==> config.mk <==
export PLATFORM = sky130hd
export DESIGN_NAME = pred_guard_unit
export DESIGN_NICKNAME = d
export VERILOG_FILES = /design/src/rtl/pred_pkg.sv /design/src/rtl/pred_wr_decode.sv /design/src/rtl/pred_bank.sv /design/src/rtl/pred_squash.sv /design/src/rtl/pred_guard_unit.sv
export SDC_FILE = /design/constraint.sdc
export NUM_CORES = 1
export LEC_CHECK = 0
export BUFFER_PORTS_ARGS = -buffer_cell sky130_fd_sc_hd__buf_2
export CAP_MARGIN = 10
export CORE_MARGIN = 10
export CORE_UTILIZATION = 35
export CTS_BUF_LIST = sky130_fd_sc_hd__clkbuf_16
export DETAILED_ROUTE_END_ITERATION = 10
export MAX_ROUTING_LAYER = met4
export PLACE_DENSITY = 0.49
export REMOVE_ABC_BUFFERS = 1
export SLEW_MARGIN = 20
export SYNTH_ARGS = -nofsm -noshare
export SYNTH_HDL_FRONTEND = slang
export SYNTH_HIERARCHICAL = 1
export SYNTH_SLANG_ARGS = --single-unit
==> constraint.sdc <==
create_clock -name clk -period 2.3 [get_ports clk]
set_input_delay 0.23 -clock clk [delete_from_list [all_inputs] [get_ports clk]]
set_output_delay 0.23 -clock clk [all_outputs]
set_load 0.005 [all_outputs]
==> src/rtl/pred_pkg.sv <==
package pred_pkg;

    localparam int PRED_COUNT_DEF = 64;
    localparam int SLOT_COUNT_DEF = 2;

    typedef struct packed {
        logic en;
        logic val;
    } pred_upd_t;

endpackage

==> src/rtl/pred_wr_decode.sv <==
module pred_wr_decode #(
    parameter int NUM_PRED = pred_pkg::PRED_COUNT_DEF,
    localparam int IDX_W = $clog2(NUM_PRED)
) (
    input  logic                        cmp_valid,
    input  logic                        cmp_cond,
    input  logic [IDX_W-1:0]            cmp_dst_true,
    input  logic [IDX_W-1:0]            cmp_dst_false,
    output pred_pkg::pred_upd_t [NUM_PRED-1:0] upd
);

    // Flag 0 is constant: it never receives an update.
    assign upd[0] = '0;

    for (genvar r = 1; r < NUM_PRED; r++) begin : g_dec
        logic hit_t;
        logic hit_f;
        assign hit_t = cmp_valid && (cmp_dst_true  == IDX_W'(r));
        assign hit_f = cmp_valid && (cmp_dst_false == IDX_W'(r));
        // The true destination has priority when both name this flag.
        assign upd[r].en  = hit_t || hit_f;
        assign upd[r].val = hit_t ? cmp_cond : ~cmp_cond;
    end

endmodule

==> src/rtl/pred_bank.sv <==
module pred_bank #(
    parameter int NUM_PRED = pred_pkg::PRED_COUNT_DEF
) (
    input  logic                                clk,
    input  logic                                rst_n,
    input  pred_pkg::pred_upd_t [NUM_PRED-1:0]  upd,
    output logic [NUM_PRED-1:0]                 flags
);

    assign flags[0] = 1'b1;

    for (genvar r = 1; r < NUM_PRED; r++) begin : g_reg
        always_ff @(posedge clk or negedge rst_n) begin
            if (!rst_n) begin
                flags[r] <= 1'b0;
            end else if (upd[r].en) begin
                flags[r] <= upd[r].val;
            end
        end
    end

    logic unused_upd0;
    assign unused_upd0 = ^upd[0];

endmodule

==> src/rtl/pred_squash.sv <==
module pred_squash #(
    parameter int NUM_PRED = pred_pkg::PRED_COUNT_DEF,
    localparam int IDX_W = $clog2(NUM_PRED)
) (
    input  logic [NUM_PRED-1:0] flags,
    input  logic [IDX_W-1:0]    qp,
    input  logic                wen_in,
    output logic                wen_out
);

    logic in_range;
    logic guard;

    assign in_range = int'(qp) < NUM_PRED;
    assign guard    = in_range ? flags[qp] : 1'b0;
    assign wen_out  = wen_in & guard;

endmodule

==> src/rtl/pred_guard_unit.sv <==
module pred_guard_unit #(
    parameter int NUM_PRED  = pred_pkg::PRED_COUNT_DEF,
    parameter int NUM_SLOTS = pred_pkg::SLOT_COUNT_DEF,
    localparam int IDX_W = $clog2(NUM_PRED)
) (
    input  logic                       clk,
    input  logic                       rst_n,
    input  logic                       cmp_valid,
    input  logic                       cmp_cond,
    input  logic [IDX_W-1:0]           cmp_dst_true,
    input  logic [IDX_W-1:0]           cmp_dst_false,
    input  logic [NUM_SLOTS*IDX_W-1:0] slot_qp,
    input  logic [NUM_SLOTS-1:0]       slot_wen_in,
    output logic [NUM_SLOTS-1:0]       slot_wen_out
);

    pred_pkg::pred_upd_t [NUM_PRED-1:0] upd;
    logic [NUM_PRED-1:0]                flags;

    pred_wr_decode #(.NUM_PRED(NUM_PRED)) u_dec (
        .cmp_valid     (cmp_valid),
        .cmp_cond      (cmp_cond),
        .cmp_dst_true  (cmp_dst_true),
        .cmp_dst_false (cmp_dst_false),
        .upd           (upd)
    );

    pred_bank #(.NUM_PRED(NUM_PRED)) u_bank (
        .clk   (clk),
        .rst_n (rst_n),
        .upd   (upd),
        .flags (flags)
    );

    for (genvar s = 0; s < NUM_SLOTS; s++) begin : g_slot
        pred_squash #(.NUM_PRED(NUM_PRED)) u_sq (
            .flags   (flags),
            .qp      (slot_qp[s*IDX_W +: IDX_W]),
            .wen_in  (slot_wen_in[s]),
            .wen_out (slot_wen_out[s])
        );
    end

endmodule

* Word level (Yosys, flattened, before mapping)
Index checks and enable logic that the tools add are counted.
W data, S select, Z words.
** Word-level totals
- Flip-flop bits (word level) :: 63
- Latch bits :: 0
- Memory bits (writable) :: 0
- ROM bits :: 0
- Bits of input ports :: 30
- Output and inout port bits :: 2
- Word-level logic and storage cells :: 450
- Memories :: 0
** Operators by class
- $add $sub $neg :: 0
- $mul :: 0
- Div/mod/pow operators :: 0
- $lt $le $gt $ge :: 2
- Equal/unequal tests :: 126
- Shifts and indexed selects :: 0
- Muxes and demuxes :: 67
- Bitwise logic cells :: 3
- Reduce and logical (&&, ||, !) cells :: 189
** Operators by type and width (count)
- $eq A6 B6 Y1 const B :: 64
- $eq A6 B5 Y1 const B :: 32
- $logic_and A1 B1 Y1 :: 126
- $eq A6 B4 Y1 const B :: 16
- $mux W1 :: 65
- $logic_or A1 B1 Y1 :: 63
- $eq A6 B3 Y1 const B :: 8
- $eq A6 B2 Y1 const B :: 4
- $lt A6 B7 Y1 const B :: 2
- $bmux W1 S6 :: 2
- $eq A6 B1 Y1 const B :: 2
- $and A1 B1 Y1 :: 2
- $not A1 Y1 :: 1

* Logic depth before layout (Yosys ltp)
Gate-level depths: netlist of run 1.
- Word-level depth :: 3
- Gate-level depth with buffers :: 6
- Mapped depth without buffers :: 4

* Cells and area by module
The synthesis of run 1 kept the hierarchy.
** Modules (own cells, without submodules)
- pred_bank :: times used 1, cells each 128, area an instance 2533.7 um2, seq. area each 1576.5 um2
- pred_wr_decode :: times used 1, cells each 264, area an instance 1614.0 um2, seq. area each 0.0 um2
- pred_squash :: times used 2, cells each 43, area an instance 614.3 um2, seq. area each 0.0 um2

* Worst setup path after synthesis of run 1
Ideal clock, no wire load.
- Kind :: in2out
- Start point :: in slot_qp[1]
- End point :: out slot_wen_out[0]
- Arrival :: 1527 ps
- Data required time :: 2070 ps
- Path slack :: 543 ps
- Cell stages on the path :: 5
- Buffers on the path :: 1
- Cell sequence :: buf_6 -> mux4_1 -> mux4_1 -> nor2_1 -> o32ai_1
** Between the ends
- Longest elaborated chain between the ends :: 3
** RTL lines
- start: declaration :: line pred_guard_unit.sv:12 : input logic [NUM_SLOTS*IDX_W-1:0] slot_qp,
- $bmux W1 S6 :: line pred_squash.sv:15 : assign guard = in_range ? flags[qp] : 1'b0;
- $mux W1 (not written as such) :: line pred_squash.sv:15
- $and A1 B1 Y1 :: line pred_squash.sv:16 : assign wen_out = wen_in & guard;
- end: declaration :: line pred_guard_unit.sv:14 : output logic [NUM_SLOTS-1:0] slot_wen_out
Every way passes these cells. The select of a mux whose other input is x is not followed.

* Worst setup path after layout of run 1
- Start point :: reg u_bank.flags[55]
- End point :: out slot_wen_out[0]
** Between the ends
- Longest elaborated chain between the ends :: 3
** RTL lines
- start: declaration :: line pred_bank.sv:7 : output logic [NUM_PRED-1:0] flags
- start signal: indexed assignment :: line pred_bank.sv:17 : flags[r] <= upd[r].val;
- $bmux W1 S6 :: line pred_squash.sv:15
- $mux W1 (not written as such) :: line pred_squash.sv:15
- $and A1 B1 Y1 :: line pred_squash.sv:16
Every way passes these cells. The select of a mux whose other input is x is not followed.

==> results of run 1 <==
[area by class of cell]
| cell class | instances | share of cell area [%] |
|---|---|---|
| timing repair buffer | 53 | 6.053 |
| sequential | 63 | 26.30 |
| multi-input combinational | 375 | 59.32 |
| inverter | 4 | 0.2505 |
| tap | 188 | 3.924 |
| clock buffer | 9 | 3.757 |
| clock inverter | 6 | 0.3966 |
[critical path: cells and delay by family (launching register included)]
| family | cells | cell delay, ns |
|---|---|---|
| muxes | 2 | 1.03 |
| DFF | 1 | 0.43 |
| AOI/OAI and AO/OA | 1 | 0.09 |
| and+or+nand+nor | 1 | 0.10 |
| buffers and inverters | 1 | 0.14 |
[through the flow]
stage / worst slack, ns / instances / util, % / power, mW
after CTS: -0.07876 / 698 / 39.68 / 3.952
after global placement: 0.1401 / 680 / 37.94 / 2.675
final: -0.06751 / 698 / 39.73 / 3.931
after floorplan: 0.5767 / 442 / - / 2.261
after global routing: -0.1302 / 698 / 39.73 / 4.108
after detailed placement: 0.1278 / 680 / 37.94 / 2.696
[how the worst max path moves through the flow]
stage	slack (ns)	to	depth (start not counted)	from
after floorplan	0.58	slot_wen_out[0]	4	u_bank/flags[35]$_DFFE_PN0P_
after global placement	0.14	slot_wen_out[1]	6	slot_qp[7]
after detailed placement	0.13	slot_wen_out[1]	6	slot_qp[6]
after CTS	-0.08	slot_wen_out[1]	5	u_bank/flags[55]$_DFFE_PN0P_
after global routing	-0.13	slot_wen_out[0]	5	u_bank/flags[55]$_DFFE_PN0P_
final	-0.07	slot_wen_out[0]	5	u_bank/flags[55]$_DFFE_PN0P_
[power breakdown]
group	internal [mW]	switching, mW	total [mW]
logic	0.700	0.409	1.11
clock network	0.701	0.496	1.20
registers	1.36	0.264	1.62
[timing repair]
action,CTS,global route
gates resized for setup,15,2
hold buffers,1,0
pin swaps,2,1
hold endpoints to repair,63,0
setup endpoints to repair,2,2
setup buffers,2,0
[metal layers]
layer  vias up  global-route usage [%]
met5         -                       -
met4         0                   4.514
met2       130                   25.14
met1      2059                   21.24
met3        13                   3.993
li1       1831                       -
==> flow_summary.ini, run 1 <==
[detailed_routing]
routedLengthMet1_um = 7375
ant_nets = 0
avgRoutedWirePerCell_um = 23.37
wl_um = 16310
wl_met3_um = 962
viasPerCell = 5.778
drt-initial-drc-count = 299
wl_met2_um = 7749
drtPass1Iterations = 4
top_layer = met4
vias = 4033
drc = 0

[cells_and_area]
top_register = u_bank/flags
layout_common_cells = mux2_4, dfrtp_1, nand2_1, o21ai_0, xor2_1
reg_top3 = u_bank/flags: 63 flops
fillers = 1495
nets = 536
fin_area_um2 = 5995
diodes = 0
seq_area_um2 = 1577
syn_to_final_growth_pct = 11.89
largest_reg_flops = 63
drive_gt1_share_pct = 31.18
multiInputGateArea_um2 = 3556

[die]
top_level_ports = 32
core.rowCount = 45
core_um2 = 15090
fp.dieArea_um2 = 20660
die_w_um = 143.7
die_h_um = 143.7
start_util_pct = 35.51

[run_status]
violations = negative setup slack
status = complete, but fails checks

[place]
dpl.hpwl_um = 11780
gp_congestion = 0.8864
placed_area_um2 = 5725
portBuffers = 31

[power]
peakVddDrop_mv = 0.3368
p_per_area_nw_per_um2 = 655.7
leakagePower_nw = 2.404

[cts]
clk_latency_ns = 0.33
h-tree-depth = 3
numCtsBuffers = 9
cts_root_buf = clkbuf_16
cts_tree = done
cts_buffer_depth = 2
clk_pin_slew_ns = 0.05
cts_num_sinks = 63

[global_route]
first_global_vias = 3983
overflow = 0
grt_max_degree = 64
grt_pass1_wl_um = 24470
antenna_found_initial = 0
grt_util_all_layers_pct = 16.42

[worst_setup_path]
rr_startpoint = u_bank/flags[39]$_DFFE_PN0P_
critical_path.cell_chain = mux4_2 -> mux4_2 -> nor2_2 -> o32ai_1 -> buf_2
critPathMaxFanout = 3
cp-start-kind = register
worstPathRequired_ns = 2.07
worst_path_largest_cell_delay_ns = 0.54
arrival_ns = 2.14
cp_slowest_cell = mux4_2
crit_top_cell = mux4_2
r2r_slack_ns = 1.34
endpoint_kind = output port
r2r-end = u_bank/flags[39]$_DFFE_PN0P_
path_class = register to output port
reg2reg_depth = 2

[synthesis]
synthCells = 475
syn_area_um2 = 5358
avgSynthCellArea_um2 = 11.28
ys_warn_count = 6

[timing]
period_needed_ns = 2.368
hold_slack_ns = 0.4381
fin_crit_sh_pct = 102.9
slew_headroom_pct = 60.38
worst_pin_slew_ns = 0.5942
finalHoldViolCount = 0
fmax_mhz = 422.4
slew_viol_final = 0
rsz0062_at_grt = yes
finalSetupViolations = 2
setup_slack_ns = -0.06751
skew_ns = 0
setup_tns_ns = -0.1273

[min_path]
worstHoldPathType = primary input to async pin

[flow_run]
cap_violations = 0
No activity file was read; power rests on OpenSTA's default activity.
==> run 2, diff against run 1 <==
--- a/config.mk
+++ b/config.mk
@@ -7,7 +7,7 @@
 export LEC_CHECK = 0
 export BUFFER_PORTS_ARGS = -buffer_cell sky130_fd_sc_hd__buf_2
 export CAP_MARGIN = 10
-export CORE_MARGIN = 10
+export CORE_MARGIN = 2
 export CORE_UTILIZATION = 35
 export CTS_BUF_LIST = sky130_fd_sc_hd__clkbuf_16
 export DETAILED_ROUTE_END_ITERATION = 10
==> constraint.sdc (replaced) <==
create_clock -name clk -period 2.2 [get_ports clk]
set_input_delay 0.22 -clock clk [delete_from_list [all_inputs] [get_ports clk]]
set_output_delay 0.22 -clock clk [all_outputs]
set_load 0.005 [all_outputs]
==> run 2 against run 1 <==
  * Cell count is 0.29% higher
  * Clock skew stayed put
  * Register-to-register slack worse by 0.08 ns
  * Count of clock-buffer cells in the layout did not move
  * Worst hold slack worse by 0.00066 ns
  * Critical path depth stayed put
  * The run still ends with negative setup slack left
  * Worst setup slack worse by 0.079 ns
  * Via count up 0.62%
==> flow_summary.ini, run 2 (synthesis gave the netlist of run 1 again) <==
[run_status]
status = complete, but fails checks
violations = negative setup slack

[timing]
setup_slack_ns = -0.1469
period_needed_ns = 2.347
setup_tns_ns = -0.2749
fmax_mhz = 426.1
skew_ns = 0
fin_crit_sh_pct = 106.7
finalHoldViolCount = 0
slew_headroom_pct = 54.11
finalSetupViolations = 2
rsz0062_at_grt = yes
slew_viol_final = 0
hold_slack_ns = 0.4375
worst_pin_slew_ns = 0.6884

[worst_setup_path]
worstPathRequired_ns = 1.98
critPathMaxFanout = 3
cp-start-kind = register
arrival_ns = 2.13
endpoint_kind = output port
path_class = register to output port

[cells_and_area]
nets = 538
syn_to_final_growth_pct = 12.70
reg_top3 = u_bank/flags: 63 flops
diodes = 0
layout_common_cells = mux2_4, dfrtp_1, nand2_1, o21ai_0, xor2_1
top_register = u_bank/flags
final_util_pct = 40.02
fin_area_um2 = 6038
fin_cells = 700
drive_gt1_share_pct = 32.03
largest_reg_flops = 63

[global_route]
grt_max_degree = 64
overflow = 0
grt_pass1_wl_um = 24570
first_global_vias = 4116
antenna_found_initial = 0
grt_util_all_layers_pct = 20.93

[cts]
cts_buffer_depth = 2
clk_latency_ns = 0.34
numCtsBuffers = 9
cts_tree = done
h-tree-depth = 3
cts_num_sinks = 63
cts_root_buf = clkbuf_16
clk_pin_slew_ns = 0.05

[detailed_routing]
viasPerCell = 5.797
ant_nets = 0
drc = 0
wl_um = 16050
drt-initial-drc-count = 246
drtPass1Iterations = 4
vias = 4058
avgRoutedWirePerCell_um = 22.92

[die]
top_level_ports = 32
start_util_pct = 35.51
die_w_um = 127.7
die_h_um = 127.7
fp.dieArea_um2 = 16310
core.rowCount = 45
core_um2 = 15090

[power]
power_mw = 4.232
internal_power_mw = 3.015
leakagePower_nw = 2.416
switching_share_pct = 28.76
p_per_area_nw_per_um2 = 700.9
p_sw_mw = 1.217
pwr-share-comb_pct = 27.3
share_seq_of_total_power_pct = 40.0
clockPowerShare_pct = 32.7
peakVddDrop_mv = 0.3978

[place]
placed_area_um2 = 5733
dpl.hpwl_um = 11650
portBuffers = 31
dp.cells = 681
gp_congestion = 0.9028
place_ws_ns = -0.03619

[min_path]
worstHoldPathType = primary input to async pin

[flow_run]
cap_violations = 0
[run 2: changes by cell type in the layout (fill, tap and decap cells not counted)]
| cell | delta |
|---|---|
| o311ai_0 | +1 |
| clkinv_1 | +1 |
| bufinv_16 | +1 |
| clkinv_2 | +2 |
| o311ai_1 | -1 |
| inv_1 | -4 |
| buf_4 | +2 |
[run 2: what timing repair did]
action                                  in CTS  in global routing
buffers inserted                             3                  0
endpoints found under the hold margin       63                  0
hold buffers                                 1                  0
resized for setup                           11                  5
pin swaps                                    0                  2
endpoints found under the setup margin       2                  2
[run 2: cell type report]
cell class / count / area [µm²]
Clock buffer: 9 / 225.2
Clock inverter: 6 / 52.55
Fill cell: 1478 / 9051
Inverter: 4 / 15.01
Multi-Input combinational cell: 375 / 3556
Sequential cell: 63 / 1577
Tap cell: 188 / 235.2
Timing Repair Buffer: 55 / 377.9
[run 2: power groups by stage]
stage | clock (mW) | sequential, mW | combinational (mW)
global placement | 0 | 1.69 | 1.09
CTS | 1.41 | 1.69 | 1.15
detailed placement | 0 | 1.70 | 1.11
global route | 1.47 | 1.73 | 1.23
finish | 1.38 | 1.69 | 1.15
floorplan | 0 | 1.56 | 0.808
[run 2: final timing paths]
kind / start / endpoint / slack (ns) / cells after the start
max reg2reg: u_bank/flags[34]$_DFFE_PN0P_ / u_bank/flags[34]$_DFFE_PN0P_ / 1.26 / 2
max in group asynchronous: rst_n / u_bank/flags[62]$_DFFE_PN0P_ / 1.48 / 3
max: u_bank/flags[49]$_DFFE_PN0P_ / slot_wen_out[0] / -0.15 / 5
min: rst_n / u_bank/flags[56]$_DFFE_PN0P_ / 0.44 / 3
min in group clk: cmp_cond / u_bank/flags[59]$_DFFE_PN0P_ / 0.45 / 3
min reg2reg: u_bank/flags[58]$_DFFE_PN0P_ / u_bank/flags[58]$_DFFE_PN0P_ / 0.54 / 1
[run 2: per-layer routing]
layer	GRT usage (%)	wire, µm	vias up
met3	2.713	746	21
met2	31.58	7455	131
met1	28.98	7502	2075
met4	7.692	341	0
met5	-	0	-
li1	-	-	1831
[run 2: worst max-delay path, cell delays in order, from the launching register on]
cell and delay [ns]:
dfrtp_1 0.42, mux4_2 0.47, mux4_2 0.53, nor2_2 0.14, o32ai_2 0.08, buf_2 0.14
==> run 3, diff against run 2 <==
--- a/config.mk
+++ b/config.mk
@@ -7,12 +7,14 @@
 export LEC_CHECK = 0
 export BUFFER_PORTS_ARGS = -buffer_cell sky130_fd_sc_hd__buf_2
 export CAP_MARGIN = 10
+export CELL_PAD_IN_SITES_DETAIL_PLACEMENT = 1
+export CELL_PAD_IN_SITES_GLOBAL_PLACEMENT = 1
 export CORE_MARGIN = 2
 export CORE_UTILIZATION = 35
 export CTS_BUF_LIST = sky130_fd_sc_hd__clkbuf_16
 export DETAILED_ROUTE_END_ITERATION = 10
 export MAX_ROUTING_LAYER = met4
-export PLACE_DENSITY = 0.49
+export PLACE_DENSITY = 0.58
 export REMOVE_ABC_BUFFERS = 1
 export SLEW_MARGIN = 20
 export SYNTH_ARGS = -nofsm -noshare
==> run 3 against run 2 <==
  * The run still ends with negative setup slack left
  * Non-clock buffer count is the same
  * Utilization is 0.61 points higher
  * Largest power group unchanged
  * Critical endpoint unchanged
  * Clock power rose by 20%
  * Sequential power about the same
  * Critical path type unchanged
  * Design area increased by 1.5%
==> flow_summary.ini, run 3 (synthesis gave the netlist of run 1 again) <==
[worst_setup_path]
cp_slowest_cell = mux4_2
endpoint_kind = output port
cp-start-kind = register
worstPathRequired_ns = 1.98
critPathMaxFanout = 3
crit_family = multiplexers
worst_path_largest_cell_delay_ns = 0.52
crit_top_cell = mux4_2
crit_path_start = u_bank/flags[33]$_DFFE_PN0P_
path_class = register to output port
critical_path.cell_chain = mux4_2 -> mux4_2 -> nor2_2 -> o32ai_1 -> buf_2
crit_buf_inv = 1
arrival_ns = 2.10
rr_startpoint = u_bank/flags[35]$_DFFE_PN0P_

[cells_and_area]
drive_gt1_share_pct = 32.55
syn_to_final_growth_pct = 14.41
largest_reg_flops = 63
diodes = 0
layout_common_cells = mux2_4, dfrtp_1, nand2_1, o21ai_0, xor2_1
fillers = 1655
nets = 538
top_register = u_bank/flags
reg_top3 = u_bank/flags: 63 flops
seq_area_um2 = 1577
multiInputGateArea_um2 = 3563

[die]
die_w_um = 127.7
core.rowCount = 45
start_util_pct = 35.51
core_um2 = 15090
top_level_ports = 32
die_h_um = 127.7
fp.dieArea_um2 = 16310

[global_route]
overflow = 0
grt_util_all_layers_pct = 22.61
antenna_found_initial = 0
grt_pass1_wl_um = 26510
grt_max_degree = 64
first_global_vias = 4392

[min_path]
worstHoldPathType = primary input to async pin

[cts]
clk_latency_ns = 0.34
cts_num_sinks = 63
numCtsBuffers = 9
h-tree-depth = 3
clk_pin_slew_ns = 0.06
cts_buffer_depth = 2
cts_tree = done
cts_root_buf = clkbuf_16

[timing]
finalHoldViolCount = 0
period_needed_ns = 2.318
worst_pin_slew_ns = 0.7071
setup_tns_ns = -0.2353
finalSetupViolations = 2
fmax_mhz = 431.3
slew_headroom_pct = 52.86
skew_ns = 0
rsz0062_at_grt = yes
slew_viol_final = 0
setup_slack_ns = -0.1184
fin_crit_sh_pct = 105.4
hold_slack_ns = 0.4343

[flow_run]
cap_violations = 0

[detailed_routing]
wl_um = 17090
ant_nets = 0
viasPerCell = 5.789
vias = 4058
drtPass1Iterations = 4
avgRoutedWirePerCell_um = 24.38
drc = 0
drt-initial-drc-count = 236

[place]
gp_congestion = 0.9591
dpl.hpwl_um = 12500
portBuffers = 31

[run_status]
violations = negative setup slack
status = complete, but fails checks

[power]
p_per_area_nw_per_um2 = 742.5
peakVddDrop_mv = 0.4060
leakagePower_nw = 2.450
power_mw = 4.551
## run 3: path summary, 6_finish.rpt
kind                            slack (ns)  cells past startpoint                           end
worst min-delay path                  0.43                      3  u_bank/flags[16]$_DFFE_PN0P_
min in group clk                      0.51                      3   u_bank/flags[7]$_DFFE_PN0P_
worst max-delay path                 -0.12                      5               slot_wen_out[0]
max in group asynchronous             1.45                      3  u_bank/flags[52]$_DFFE_PN0P_
worst max register to register        1.24                      2  u_bank/flags[35]$_DFFE_PN0P_
worst min register to register        0.53                      1   u_bank/flags[5]$_DFFE_PN0P_
## run 3: through the flow
stage	std cells	utilization (%)	cell area, µm²	setup WS [ns]
floorplan	442	-	5152	0.4867
global placement	679	38.06	5743	0.06434
detailed placement	679	38.06	5743	0.06966
CTS	700	40.49	6110	-0.1505
global route	701	40.62	6130	-0.1841
finish	701	40.62	6130	-0.1184
## run 3: report_power, final
part / internal, mW / total, mW / switching [mW]
logic: 0.750 / 1.18 / 0.428
registers: 1.42 / 1.72 / 0.295
clock network: 1.10 / 1.66 / 0.557
## run 3: layout make-up
class,count,area share [%]
repair buffers,55,6.573
clock buffers,9,3.674
inverters,4,0.2449
clock inverters,7,1.817
flip-flops and latches,63,25.72
multi-input cells,375,58.13
well taps,188,3.838
## run 3: worst reg2reg max path, delay by kind of cell, from the launching register on
kind	cells	cell delay (ns)
buffers and inverters	1	0.16
DFF	1	0.43
muxes	1	0.26
## run 3: timing repair
action / 4_1_cts / 5_1_grt
cloned: 0 / 0
hold buffers: 1 / 0
endpoints found under the setup margin: 2 / 2
setup buffers: 4 / 1
gates resized for setup: 16 / 2
hold endpoints to repair: 63 / 0
pin swaps: 2 / 1
## run 3: layer usage
layer	vias up	global-route usage [%]	wire, µm
met4	0	7.757	302
met1	2104	31.01	8096
met3	20	2.129	678
li1	1831	-	-
met2	103	35.33	8014
met5	-	-	0
